===== src/rtl/tx_seq_pkg.sv =====
package tx_seq_pkg;
  typedef enum logic [2:0] {
    ST_IDLE  = 3'd0,
    ST_PEND  = 3'd1,
    ST_SEND  = 3'd2,
    ST_CHAIN = 3'd3,
    ST_ABORT = 3'd4
  } tx_state_e;
endpackage


===== src/rtl/tx_byte_fifo.sv =====
module tx_byte_fifo #(
  parameter int DEPTH = 32,
  parameter int W     = 8,
  localparam int AW   = $clog2(DEPTH)
) (
  input  logic          clk,
  input  logic          rst,
  input  logic          clr,
  input  logic          wr,
  input  logic [W-1:0]  wdata,
  input  logic          rd,
  output logic [W-1:0]  rdata,
  output logic          empty,
  output logic          full,
  output logic [AW:0]   level,
  output logic          ovf_evt
);
  logic [W-1:0] mem [DEPTH];
  logic [AW-1:0] wp, rp;
  logic wr_ok, rd_ok;

  assign empty   = (level == '0);
  assign full    = (level == (AW+1)'(DEPTH));
  assign wr_ok   = wr && !full && !clr;
  assign rd_ok   = rd && !empty && !clr;
  assign ovf_evt = wr && full && !clr;
  assign rdata   = mem[rp];

  always_ff @(posedge clk) begin
    if (wr_ok) mem[wp] <= wdata;
  end

  always_ff @(posedge clk) begin
    if (rst || clr) begin
      wp <= '0;
      rp <= '0;
      level <= '0;
    end else begin
      if (wr_ok) wp <= (wp == AW'(DEPTH-1)) ? '0 : wp + 1'b1;
      if (rd_ok) rp <= (rp == AW'(DEPTH-1)) ? '0 : rp + 1'b1;
      case ({wr_ok, rd_ok})
        2'b10:   level <= level + 1'b1;
        2'b01:   level <= level - 1'b1;
        default: level <= level;
      endcase
    end
  end

  // A write into a full queue must leave the level untouched.
  assert_no_overflow_R3: assert property (@(posedge clk) disable iff (rst)
    (full && wr && !rd && !clr) |=> (level == (AW+1)'(DEPTH)));
endmodule


===== src/rtl/tx_bit_shifter.sv =====
module tx_bit_shifter #(
  parameter int BITS_W = 12
) (
  input  logic              clk,
  input  logic              rst,
  input  logic              clr,
  input  logic              load,
  input  logic [BITS_W-1:0] load_bits,
  input  logic              tick,
  input  logic              fifo_empty,
  input  logic [7:0]        fifo_data,
  output logic              pop,
  output logic              udf_evt,
  output logic              bit_out,
  output logic              bit_valid,
  output logic              busy
);
  logic [BITS_W-1:0] left;
  logic [2:0] pos;
  logic [7:0] sh;
  logic step, need;
  logic [7:0] cur;

  assign step    = tick && (left != '0) && !clr && !load;
  assign need    = step && (pos == 3'd0);
  assign pop     = need && !fifo_empty;
  assign udf_evt = need && fifo_empty;
  assign busy    = (left != '0);
  assign cur     = (pos != 3'd0) ? sh : (fifo_empty ? 8'h00 : fifo_data);

  always_ff @(posedge clk) begin
    if (rst || clr) begin
      left <= '0;
      pos <= '0;
      sh <= '0;
      bit_out <= 1'b0;
      bit_valid <= 1'b0;
    end else begin
      bit_valid <= step;
      if (load) begin
        left <= load_bits;
        pos <= '0;
      end else if (step) begin
        bit_out <= cur[7];
        sh <= {cur[6:0], 1'b0};
        pos <= pos + 3'd1;
        left <= left - 1'b1;
      end
    end
  end

  assert_valid_follows_tick_R5: assert property (@(posedge clk) disable iff (rst)
    bit_valid |-> $past(tick));
  assert_underflow_sends_zero_R9: assert property (@(posedge clk) disable iff (rst)
    (need && fifo_empty) |=> (bit_valid && !bit_out));
endmodule


===== src/rtl/tx_ramp_timer.sv =====
module tx_ramp_timer #(
  parameter int CYC = 4,
  localparam int CW = $clog2(CYC + 1)
) (
  input  logic clk,
  input  logic rst,
  input  logic start,
  output logic busy,
  output logic done
);
  logic [CW-1:0] cnt;

  assign busy = (cnt != '0);
  assign done = (cnt == CW'(1));

  always_ff @(posedge clk) begin
    if (rst) cnt <= '0;
    else if (start) cnt <= CW'(CYC);
    else if (cnt != '0) cnt <= cnt - 1'b1;
  end

  assert_ramp_ends_R6: assert property (@(posedge clk) disable iff (rst)
    (done && !start) |=> !busy);
endmodule


===== src/rtl/burst_tx_sequencer.sv =====
module burst_tx_sequencer #(
  parameter int FIFO_DEPTH = 32,
  parameter int BITS_W     = 12,
  parameter int SLOT_W     = 12,
  parameter int RAMP_CYC   = 4,
  localparam int LVL_W     = $clog2(FIFO_DEPTH) + 1
) (
  input  logic              clk,
  input  logic              rst,
  input  logic              wr_en,
  input  logic [7:0]        wr_data,
  input  logic              ctl_we,
  input  logic              ctl_start,
  input  logic              ctl_sreset,
  input  logic              ctl_fclear,
  input  logic [SLOT_W-1:0] cfg_slot,
  input  logic [BITS_W-1:0] cfg_bits,
  input  logic              cs_enable,
  input  logic              carrier_det,
  input  logic              slot_strobe,
  input  logic [SLOT_W-1:0] slot_num,
  input  logic              bit_tick,
  input  logic              stat_rd,
  output logic [2:0]        tx_state,
  output logic              flag_underflow,
  output logic              flag_overflow,
  output logic              irq_done,
  output logic              irq_fifo_err,
  output logic              bit_out,
  output logic              bit_valid,
  output logic              rf_en,
  output logic              ramp_busy,
  output logic [LVL_W-1:0]  fifo_level
);
  import tx_seq_pkg::*;

  tx_state_e         state_q;
  logic [SLOT_W-1:0] lat_slot;
  logic [BITS_W-1:0] lat_bits;
  logic cmd_rst, cmd_clr, cmd_start, slot_hit, cs_abort;
  logic sh_load, sh_tick, sh_busy, sh_pop, udf_evt, ovf_evt;
  logic fifo_empty, fifo_full;
  logic [7:0] fifo_rdata;
  logic msg_end, ramp_start, ramp_done;

  assign cmd_rst   = ctl_we && ctl_sreset;
  assign cmd_clr   = ctl_we && ctl_fclear;
  assign cmd_start = ctl_we && ctl_start;
  assign slot_hit  = slot_strobe && (slot_num == lat_slot);
  assign cs_abort  = cs_enable && carrier_det;
  assign msg_end   = (state_q == ST_SEND) && !sh_busy;
  assign sh_tick   = bit_tick && (state_q == ST_SEND);
  assign sh_load   = !cmd_rst &&
                     (((state_q == ST_PEND) && slot_hit && !cs_abort) ||
                      ((state_q == ST_CHAIN) && slot_strobe));
  assign ramp_start = (!cmd_rst && msg_end && fifo_empty) ||
                      (cmd_rst && rf_en && !ramp_busy);
  assign tx_state  = state_q;

  tx_byte_fifo #(.DEPTH(FIFO_DEPTH), .W(8)) u_fifo (
    .clk(clk), .rst(rst), .clr(cmd_clr), .wr(wr_en), .wdata(wr_data),
    .rd(sh_pop), .rdata(fifo_rdata), .empty(fifo_empty), .full(fifo_full),
    .level(fifo_level), .ovf_evt(ovf_evt)
  );

  tx_bit_shifter #(.BITS_W(BITS_W)) u_shift (
    .clk(clk), .rst(rst), .clr(cmd_rst), .load(sh_load), .load_bits(lat_bits),
    .tick(sh_tick), .fifo_empty(fifo_empty), .fifo_data(fifo_rdata),
    .pop(sh_pop), .udf_evt(udf_evt), .bit_out(bit_out), .bit_valid(bit_valid),
    .busy(sh_busy)
  );

  tx_ramp_timer #(.CYC(RAMP_CYC)) u_ramp (
    .clk(clk), .rst(rst), .start(ramp_start), .busy(ramp_busy), .done(ramp_done)
  );

  always_ff @(posedge clk) begin
    if (rst) begin
      state_q <= ST_IDLE;
      lat_slot <= '0;
      lat_bits <= '0;
      rf_en <= 1'b0;
      irq_done <= 1'b0;
      irq_fifo_err <= 1'b0;
      flag_underflow <= 1'b0;
      flag_overflow <= 1'b0;
    end else begin
      irq_done <= 1'b0;
      irq_fifo_err <= udf_evt || ovf_evt;
      flag_underflow <= udf_evt || (flag_underflow && !stat_rd);
      flag_overflow  <= ovf_evt || (flag_overflow && !stat_rd);
      if (ramp_done) rf_en <= 1'b0;
      if (cmd_rst) begin
        state_q <= ST_IDLE;
      end else begin
        case (state_q)
          ST_IDLE, ST_ABORT: begin
            if (cmd_start && !ramp_busy) begin
              lat_slot <= cfg_slot;
              lat_bits <= cfg_bits;
              state_q <= ST_PEND;
            end
          end
          ST_PEND: begin
            if (slot_hit) begin
              if (cs_abort) begin
                state_q <= ST_ABORT;
                irq_done <= 1'b1;
              end else begin
                state_q <= ST_SEND;
                rf_en <= 1'b1;
              end
            end
          end
          ST_SEND: begin
            if (msg_end) begin
              if (!fifo_empty) begin
                state_q <= ST_CHAIN;
                lat_bits <= cfg_bits;
              end else begin
                state_q <= ST_IDLE;
                irq_done <= 1'b1;
              end
            end
          end
          ST_CHAIN: begin
            if (slot_strobe) state_q <= ST_SEND;
          end
          default: state_q <= ST_IDLE;
        endcase
      end
    end
  end

  assert_rf_held_R4: assert property (@(posedge clk) disable iff (rst)
    (state_q == ST_SEND || state_q == ST_CHAIN) |-> rf_en);
  assert_launch_on_slot_R4: assert property (@(posedge clk) disable iff (rst)
    (state_q == ST_SEND && $past(state_q) == ST_PEND) |->
      $past(slot_strobe && (slot_num == lat_slot)));
  assert_abort_rf_off_R8: assert property (@(posedge clk) disable iff (rst)
    (state_q == ST_ABORT) |-> !rf_en);
  assert_done_single_R6: assert property (@(posedge clk) disable iff (rst)
    irq_done |=> !irq_done);
endmodule


===== config.mk =====
export PLATFORM = sky130hd
export DESIGN_NAME = burst_tx_sequencer
export DESIGN_NICKNAME = d
export VERILOG_FILES = /design/src/rtl/tx_seq_pkg.sv /design/src/rtl/tx_byte_fifo.sv /design/src/rtl/tx_bit_shifter.sv /design/src/rtl/tx_ramp_timer.sv /design/src/rtl/burst_tx_sequencer.sv
export SDC_FILE = /design/constraint.sdc
export NUM_CORES = 1
export LEC_CHECK = 0
export ABC_AREA = 1
export BUFFER_PORTS_ARGS = -buffer_cell sky130_fd_sc_hd__buf_2
export CAP_MARGIN = 20
export CORE_UTILIZATION = 65
export CTS_CLUSTER_DIAMETER = 120
export DETAILED_ROUTE_END_ITERATION = 7
export PLACE_DENSITY_LB_ADDON = 0.08
export RECOVER_POWER = 25
export SYNTH_ARGS = -nofsm -noshare
export SYNTH_HDL_FRONTEND = slang
export SYNTH_SLANG_ARGS = --single-unit

===== constraint.sdc =====
create_clock -name clk -period 5.6 [get_ports clk]
set_input_delay 0.84 -clock clk [delete_from_list [all_inputs] [get_ports clk]]
set_output_delay 0.84 -clock clk [all_outputs]
set_load 0.01 [all_outputs]

==> results.tsv, run 1 <==
metric	value	unit
Placer Congestion	0.894	
Iter 0 DRT Violations	1174	
CTS tree	done	
flip-flop and latch count after synthesis	336	
failing checks	max-capacitance violations, max-slew violations	
RSZ-0062 raised after global routing	no	
CP Class	register to register	
post-synthesis cell count	1296	
average wire per cell in the routed design	21.2	microns
FF-to-FF setup slack	2.40	ns
CTS Buf Count	35	
Tightest Pin Transition	1.93	ns
Place WS	2.05	ns
Final Max Slew Viols	198	
status	finished with violations	
Die Height	150	microns
Die Wd	150	microns
Async S/R FF share, synth	0	
CP Capture Type	register	
Fmax	0.312	GHz
max-cap viol count	6	
R2R cell count	8	
global route overflow	0	
syn nets	1367	
WHS Endpoint	flag_overflow$_SDFF_PP0_	
largest net degree at the start of global routing	81	
Clock Tree Root	clkbuf_16	
Die ar.	22400	sq um
share of cells above drive strength 1	0.121	
FILL cells	1473	
Setup Fix Bufs, Post-CTS	0	
area delta synth->final	11.3	%
remaining routing DRC violations	0	
hold buffers post-CTS	0	
Final ANT Viol Nets	0	
Mapped Avg Cell Area	10.9	sq um
Post-Route WL	35000	microns
1st-pass router iterations	6	
vias in the first global route	9882	
clock tree sinks	336	
number of flops mapped to enable cells by yosys	256	
Buffers on Ports	72	
hold_sp	flag_overflow$_SDFF_PP0_	
DP Area	14600	sq um
final hold vios	0	
post_cts resized	0	
Placeable Area	21200	sq um
H-Tree Depth	2	
critical path data arrival time	3.61	ns
Via density	6.31	
Seq/Total Area, Yosys	0.655	
GRT Overall Usage	0.321	
antenna violations before repair	0	
Worst Hold Depth	2	
Synth Flop Type	edfxtp_1	
Bufs on Longest Clock Path	3	
Initial Util	0.668	
Final period util	0.572	
static leakage	5.63	nW
DP Wirelength	21100	microns
Max transition margin	-0.289	
WP data required	6.01	ns
Vias	10400	
Setup Viol. Count Final	0	
IO Pins	73	
Layout Nets	1419	
Clock Skews	0.0216	ns
distinct cell type count of the synthesized netlist	45	
synthesized cell area	14200	sq um
Register Area	9290	sq um
first-pass GRT wire length	53600	microns
PD cells	356	nW/um^2
Total Power	5.61	mW
worst vdd ir	0.277	mV
R2R Path End	u_shift.sh[4]$_SDFFE_PP0P_	
final instance area	15800	sq um
setup TNS	0	ns
Critical Path Start Type	register	
Hold Crit Class	register to register	
CTS clk-pin slew, worst paths	0.06	ns
Max FO, Critical Path	63	
cell row count	53	
Final Critical Period	3.20	ns
final worst slack	2.40	ns
Syn. warnings	0	
worst skew pair latency	0.53	ns
Ant. Diodes	0	
Multi-input gate area	4300	sq um
[report_power, final]
group	internal, mW	switching [mW]
combinational	0.149	0.336
clock	1.34	0.950
sequential	2.77	0.0639
total	4.26	1.35
[per-layer routing]
| layer | wire [microns] | global-route usage | up-vias |
|---|---|---|---|
| met3 | 2920 | 0.0491 | 95 |
| met4 | 1130 | 0.135 | 0 |
| met5 | 0 | 0 | - |
| met1 | 14400 | 0.451 | 4980 |
| met2 | 16600 | 0.504 | 568 |
| li1 | - | - | 4754 |
[final cells by class]
class | count | share of cell area
clock buffer | 41 | 0.0570
tap | 275 | 0.0218
clock inverter | 22 | 0.0137
inverter | 80 | 0.0191
multi-input combinational | 814 | 0.273
timing repair buffer | 81 | 0.0264
sequential | 336 | 0.589
[critical path, stage by stage, from the launching register on]
cell and delay, ns:
dfxtp_4 0.68, clkinv_2 0.76, buf_4 0.58, o21ai_0 0.25
o221ai_1 0.20, o211ai_1 0.21, nand3_1 0.15, nand3_1 0.12
a21oi_1 0.08
[through the flow]
step / utilization / instances / hold WS (ns)
after floorplan: - / 1296 / 0.442
after global placement: 0.690 / 1581 / 0.457
after detailed placement: 0.690 / 1583 / 0.463
after CTS: 0.743 / 1646 / 0.472
after global routing: 0.743 / 1649 / 0.491
final: 0.743 / 1649 / 0.469
[Yosys cell counts (12+ instances only)]
library cell	count	area share
dfxtp_1	80	0.11
nor2_2	13	0.0057
o21ai_1	12	0.0042
o22ai_1	13	0.0057
o221ai_1	52	0.032
o21ai_0	163	0.058
nor2_1	227	0.060
o211ai_1	15	0.0079
ha_1	15	0.013
xor2_1	13	0.0080
inv_1	70	0.019
nand3_1	73	0.026
a21oi_1	43	0.015
clkbuf_1	45	0.012
buf_2	12	0.0042
nand2_1	95	0.025
edfxtp_1	256	0.54
nor3_1	18	0.0064
[cells in the final DEF (no fill, tap or decap), types with 4 or more instances in the layout]
| cell type | instances |
|---|---|
| edfxtp_1 | 256 |
| nor2_1 | 227 |
| o21ai_0 | 163 |
| nand2_1 | 95 |
| dfxtp_1 | 78 |
| nand3_1 | 73 |
| inv_1 | 70 |
| buf_2 | 66 |
| o221ai_1 | 52 |
| a21oi_1 | 43 |
| clkbuf_16 | 35 |
| nor3_1 | 18 |
| o211ai_1 | 15 |
| ha_1 | 15 |
| o22ai_1 | 13 |
| xor2_1 | 13 |
| nor2_2 | 13 |
| clkbuf_1 | 13 |
| o21ai_1 | 12 |
| clkinv_1 | 11 |
| xnor2_1 | 8 |
| inv_2 | 7 |
| nand4_1 | 7 |
| buf_4 | 7 |
| or2_2 | 5 |
| a31oi_1 | 5 |
| nor3b_1 | 5 |
| clkinv_2 | 5 |
| nand2_2 | 4 |
| nor2_4 | 4 |
| bufinv_16 | 4 |
[registers in the layout, summed over array words and instances (netlist names), named ones only]
register,flops
u_ramp.cnt,3
irq_fifo_err,1
irq_done,1
rf_en,1
u_fifo.wp,5
u_shift.sh,7
u_shift.left,12
u_fifo.mem,256
tx_state,3
u_shift.pos,3
lat_bits,12
lat_slot,12
flag_underflow,1
u_shift.bit_out,1
u_fifo.rp,5
u_fifo.level,6
u_shift.bit_valid,1
flag_overflow,1
[logic make-up after synthesis]
kind of cell	Yosys count	synth area share
DFF	336	0.655
muxes	3	0.00212
and+or+nand+nor	463	0.145
adders and majority gates	15	0.0132
AOI/OAI and AO/OA	312	0.130
xor gates and xnor gates	21	0.0130
buffers and inverters	146	0.0409
[how the worst max path moves through the flow]
stage          startpoint                           end  cells past startpoint  slack (ns)
6_report         register    u_shift.sh[4]$_SDFFE_PP0P_                      8        2.40
5_1_grt          register    u_shift.sh[5]$_SDFFE_PP0P_                      8        2.24
4_1_cts          register    u_shift.sh[6]$_SDFFE_PP0P_                      8        2.46
3_5_place_dp       ctl_we   u_fifo.mem[12][1]$_DFFE_PP_                      8        2.05
3_3_place_gp       ctl_we    u_fifo.mem[4][2]$_DFFE_PP_                      8        2.21
2_1_floorplan  ctl_fclear  u_fifo.level[5]$_SDFFE_PP0P_                     18        2.98
Note: power is estimated with default switching activity, not from simulation.
==> inputs of run 2 (changes only) <==
--- a/config.mk
+++ b/config.mk
@@ -8,7 +8,7 @@
 export ABC_AREA = 1
 export BUFFER_PORTS_ARGS = -buffer_cell sky130_fd_sc_hd__buf_2
 export CAP_MARGIN = 20
-export CORE_UTILIZATION = 65
+export CORE_UTILIZATION = 55
 export CTS_CLUSTER_DIAMETER = 120
 export DETAILED_ROUTE_END_ITERATION = 7
 export PLACE_DENSITY_LB_ADDON = 0.08
==> constraint.sdc (replaced) <==
create_clock -name clk -period 2.8 [get_ports clk]
set_input_delay 0.42 -clock clk [delete_from_list [all_inputs] [get_ports clk]]
set_output_delay 0.42 -clock clk [all_outputs]
set_load 0.01 [all_outputs]
==> run 2 against run 1 <==
The run still ends with max-capacitance violations, max-slew violations left. Utilization decreased by 9.1 points. Worst hold slack got worse by 0.34 ns. Setup slack got worse by 2.1 ns. Clock skew decreased by 0.0016 ns. Combinational power increased by 100%. Maximum frequency increased by 26%. Via count decreased by 2.6%. Non-clock buffer count increased by 46. Cell count increased by 6.3%. First-iteration DRC count decreased by 18%. Clock-buffer cell count increased by 2. Critical path type unchanged.
==> results.tsv, run 2 (synthesis results as in run 1) <==
metric	value	unit
antenna violations before repair	0	
final instance area	16500	sq um
Setup Viol. Count Final	0	
share of cells above drive strength 1	0.157	
vias in the first global route	9719	
Clock power frac	0.444	
DP Wirelength	21100	microns
IO Pins	73	
Final Max Slew Viols	131	
Layout Nets	1466	
Buffers on Ports	72	
CTS tree	done	
Via density	5.78	
setup TNS	0	ns
FILL cells	1974	
Clock Skews	0.0200	ns
Core Util, Final	0.653	
Max transition margin	-0.102	
Bufs on Longest Clock Path	3	
failing checks	max-capacitance violations, max-slew violations	
Hold Crit Class	primary input to register	
CP Capture Type	register	
CTS Buf Count	36	
cell row count	58	
Int Power	9.25	mW
Initial Util	0.561	
Iter 0 DRT Violations	966	
Post-Route WL	33300	microns
most common cell after layout, fill and taps aside	edfxtp_1	
static leakage	6.00	nW
global route overflow	0	
Ant. Diodes	0	
Sequential Power Share	0.474	
final hold vios	0	
clock tree sinks	336	
Final period util	0.905	
Register Area	9290	sq um
area delta synth->final	16.3	%
Reg with most FFs	u_fifo.mem	
CTS clk-pin slew, worst paths	0.06	ns
Max FO, Critical Path	8	
hold buffers post-CTS	0	
Multi-input gate area	4300	sq um
GRT Overall Usage	0.257	
Total Power	11.9	mW
sw frac	0.226	
max FFs per register	256	
Die ar.	26400	sq um
first-pass GRT wire length	51900	microns
Clock Tree Root	clkbuf_16	
worst skew pair latency	0.52	ns
PD cells	725	nW/um^2
H-Tree Depth	2	
Vias	10100	
Combinational Power Share	0.082	
DP Area	15100	sq um
average wire per cell in the routed design	19.0	microns
critical path data arrival time	3.00	ns
worst vdd ir	0.778	mV
Fmax	0.394	GHz
post_cts resized	0	
Final ANT Viol Nets	0	
most frequent cells in the layout	256 x edfxtp_1, 227 x nor2_1, 163 x o21ai_0, 95 x nand2_1, 78 x dfxtp_1	
RSZ-0062 raised after global routing	no	
Critical Path Start Type	register	
Placeable Area	25300	sq um
status	finished with violations	
WP data required	3.26	ns
remaining routing DRC violations	0	
Placer Congestion	0.854	
Die Height	163	microns
Tightest Pin Transition	1.65	ns
largest net degree at the start of global routing	129	
Hold WS	0.131	ns
Die Wd	163	microns
max-cap viol count	4	
Setup Fix Bufs, Post-CTS	0	
Psw	2.70	mW
1st-pass router iterations	5	
Final Critical Period	2.54	ns
CP Class	register to register	
[run 2: cell types whose count changed in the layout (fill, tap and decap cells not counted), sizes merged]
cell,previous run,this run
clkinv,17,10
buf,73,121
inv,80,79
bufinv,4,10
clkinvlp,1,4
[run 2: final cells by class]
cell class                 instances  area share
tap                              330      0.0251
clock inverter                    23      0.0233
multi-input combinational        814       0.261
inverter                          80      0.0183
sequential                       336       0.564
timing repair buffer             127      0.0503
clock buffer                      43      0.0581
[run 2: layer usage]
metal	global-route usage	vias to the layer above	routed length (microns)
met5	0	-	0
met3	0.0415	41	2160
met4	0.0806	0	679
li1	-	4853	-
met1	0.363	4918	14700
met2	0.409	315	15700
[run 2: power by group through the flow]
| stage | Sequential (mW) | Clock (mW) | Combinational [mW] |
|---|---|---|---|
| after CTS | 5.66 | 5.37 | 0.988 |
| after floorplan | 5.74 | 0 | 0.674 |
| after detailed placement | 5.77 | 0 | 0.979 |
| final | 5.66 | 5.30 | 0.978 |
| after global routing | 5.68 | 5.57 | 1.11 |
| after global placement | 5.76 | 0 | 0.962 |
[run 2: stage by stage]
step                      cells  setup slack (ns)
after floorplan            1296             0.431
after global placement     1687             0.413
after detailed placement   1687             0.289
after CTS                  1753             0.251
after global routing       1753           0.00611
final                      1753             0.265
[run 2: worst max-delay path, stage by stage (launching register included)]
cell and delay, ns:
dfxtp_1 0.32, inv_1 0.08, ha_1 0.14, nand2_1 0.17, inv_1 0.18, nand2_4 0.09, nor3_4 0.21, ha_1 0.37
nor2_1 0.10, nor2_1 0.19, nand3_1 0.12, nand2_1 0.12, nand2_1 0.06, nand2_1 0.07, nand3_1 0.07, nand2_1 0.07
inv_1 0.04, nor2_1 0.09
[run 2: final timing paths]
kind,from,endpoint,slack [ns],cells after the start
setup / recovery,u_shift.pos[0]$_SDFFE_PP0N_,u_fifo.level[5]$_SDFFE_PP0P_,0.26,17
hold / removal,cfg_slot[8],lat_slot[8]$_SDFFE_PP0P_,0.13,3
setup reg to reg,u_shift.pos[0]$_SDFFE_PP0N_,u_fifo.level[5]$_SDFFE_PP0P_,0.26,17
hold reg to reg,flag_overflow$_SDFF_PP0_,flag_overflow$_SDFF_PP0_,0.47,2
==> inputs of run 3 (changes only) <==
--- a/config.mk
+++ b/config.mk
@@ -8,9 +8,10 @@
 export ABC_AREA = 1
 export BUFFER_PORTS_ARGS = -buffer_cell sky130_fd_sc_hd__buf_2
 export CAP_MARGIN = 20
-export CORE_UTILIZATION = 55
+export CORE_UTILIZATION = 65
 export CTS_CLUSTER_DIAMETER = 120
 export DETAILED_ROUTE_END_ITERATION = 7
+export MAX_ROUTING_LAYER = met4
 export PLACE_DENSITY_LB_ADDON = 0.08
 export RECOVER_POWER = 25
 export SYNTH_ARGS = -nofsm -noshare
==> constraint.sdc (replaced) <==
create_clock -name clk -period 3.2 [get_ports clk]
set_input_delay 0.48 -clock clk [delete_from_list [all_inputs] [get_ports clk]]
set_output_delay 0.48 -clock clk [all_outputs]
set_load 0.02 [all_outputs]
==> run 3 against run 2 <==
The run still ends with max-capacitance violations, max-slew violations left. Critical path depth is the same. Wire length grew 0.84%. Setup slack gained 0.21 ns. Register-to-register slack gained 0.21 ns. Die area shrank 15%. Highest routed layer unchanged. Global-route usage grew 5.9 points. Largest power group unchanged. Clock-buffer cell count grew 1.
==> results.tsv, run 3 (synthesis results as in run 1) <==
metric	value	unit
status	finished with violations	
failing checks	max-capacitance violations, max-slew violations	
worst vdd ir	0.619	mV
Clock Tree Root	clkbuf_16	
share of cells above drive strength 1	0.138	
DP Wirelength	20800	microns
global route overflow	0	
remaining routing DRC violations	0	
CTS Buf Count	35	
worst skew pair latency	0.51	ns
H-Tree Depth	2	
Place WS	0.485	ns
crit path max-delay cell type	ha_1	
CTS tree	done	
WP data required	3.65	ns
GRT Overall Usage	0.317	
Via density	6.13	
vias in the first global route	9551	
Initial Util	0.668	
FILL cells	1459	
critical path cell sequence	inv_1, ha_1, nand2_1, inv_1, nand2_4, nor3_4, ha_1, nor2_1, nor2_1, nand3_1, nand2_1, nand2_1, nand2_1, nand3_1, nand2_1, inv_1, nor2_1	
Final Max Slew Viols	198	
Tightest Pin Transition	1.78	ns
final worst slack	0.470	ns
critical path data arrival time	3.18	ns
Critical R2R Launch	u_shift.pos[0]$_SDFFE_PP0N_	
Core Util, Final	0.754	
Final period util	0.853	
crit path launch	u_shift.pos[0]$_SDFFE_PP0N_	
Bufs on Longest Clock Path	3	
Placed Cells incl. Taps	1613	
largest net degree at the start of global routing	129	
Critical Path Start Type	register	
Fmax	0.366	GHz
Hold WS	0.199	ns
Final ANT Viol Nets	0	
Total Power	9.65	mW
final instance area	16000	sq um
cell row count	53	
Placeable Area	21200	sq um
Worst path top cell family by delay	simple AND/OR/NAND/NOR gates	
Die ar.	22400	sq um
Max FO, Critical Path	8	
static leakage	5.79	nW
area delta synth->final	12.9	%
Clock Skews	0.0149	ns
Layout Nets	1446	
Max stage delay on crit path	0.39	ns
max FFs per register	256	
first-pass GRT wire length	52000	microns
CP Class	register to register	
CTS clk-pin slew, worst paths	0.06	ns
CP Capture Type	register	
average wire per cell in the routed design	20.0	microns
Reg with most FFs	u_fifo.mem	
Buffers on Ports	72	
cell mode on critical path	nand2_1	
post_cts resized	0	
FF-to-FF setup slack	0.47	ns
Iter 0 DRT Violations	1192	
CP Capture Point	u_fifo.level[5]$_SDFFE_PP0P_	
WP depth	17	
most frequent cells in the layout	256 x edfxtp_1, 227 x nor2_1, 163 x o21ai_0, 95 x nand2_1, 78 x dfxtp_1	
Hold Crit Class	primary input to register	
final hold vios	0	
setup TNS	0	ns
Placer Congestion	0.899	
RSZ-0062 raised after global routing	no	
Ant. Diodes	0	
R2R cell count	17	
most common cell after layout, fill and taps aside	edfxtp_1	
Final Critical Period	2.73	ns
clock tree sinks	336	
R2R Path End	u_fifo.level[5]$_SDFFE_PP0P_	
final cell count without fillers	1675	
Vias	10300	
max-cap viol count	6	
Post-Route WL	33500	microns
Worst Path Buf+Inv	3	
IO Pins	73	
antenna violations before repair	1	
hold buffers post-CTS	0	
Setup Viol. Count Final	0	
Die Height	150	microns
1st-pass router iterations	7	
Die Wd	150	microns
Setup Fix Bufs, Post-CTS	0	
DP Area	14900	sq um
PD cells	603	nW/um^2
Max transition margin	-0.190	
## run 3: power by group
group	internal [mW]	total (mW)	switching (mW)
combinational	0.266	0.853	0.587
sequential	4.85	4.96	0.107
clock	2.24	3.84	1.60
total	7.36	9.65	2.29
## run 3: worst min-delay path, cell delays in order
cell    delay (ns)
buf_2         0.07
nor2_1        0.04
nor2_1        0.08
## run 3: area by class of cell
type,instances,area [sq um],share of cell area
Clock buffer,44,982,0.0614
Clock inverter,18,101,0.00633
Inverter,80,302,0.0188
Multi-Input combinational cell,814,4300,0.269
Sequential cell,336,9290,0.581
Tap cell,275,344,0.0215
Timing Repair Buffer,108,673,0.0421
## run 3: how the worst min path moves through the flow
stage	slack (ns)	startpoint	depth (start not counted)	end
global placement	0.45	flag_overflow$_SDFF_PP0_	2	flag_overflow$_SDFF_PP0_
global route	0.20	cfg_bits[0]	3	lat_bits[0]$_SDFFE_PP0P_
floorplan	0.44	lat_slot[9]$_SDFFE_PP0P_	2	lat_slot[9]$_SDFFE_PP0P_
detailed placement	0.47	flag_underflow$_SDFF_PP0_	2	flag_underflow$_SDFF_PP0_
CTS	0.19	cfg_bits[11]	3	lat_bits[11]$_SDFFE_PP0P_
finish	0.20	cfg_bits[11]	3	lat_bits[11]$_SDFFE_PP0P_
## run 3: routing by layer
layer | vias to the layer above | GRT usage | wire length [microns]
met5 | - | - | 0
met2 | 461 | 0.489 | 16100
li1 | 4808 | - | -
met3 | 63 | 0.0430 | 2590
met4 | 0 | 0.0949 | 863
met1 | 4941 | 0.441 | 13900
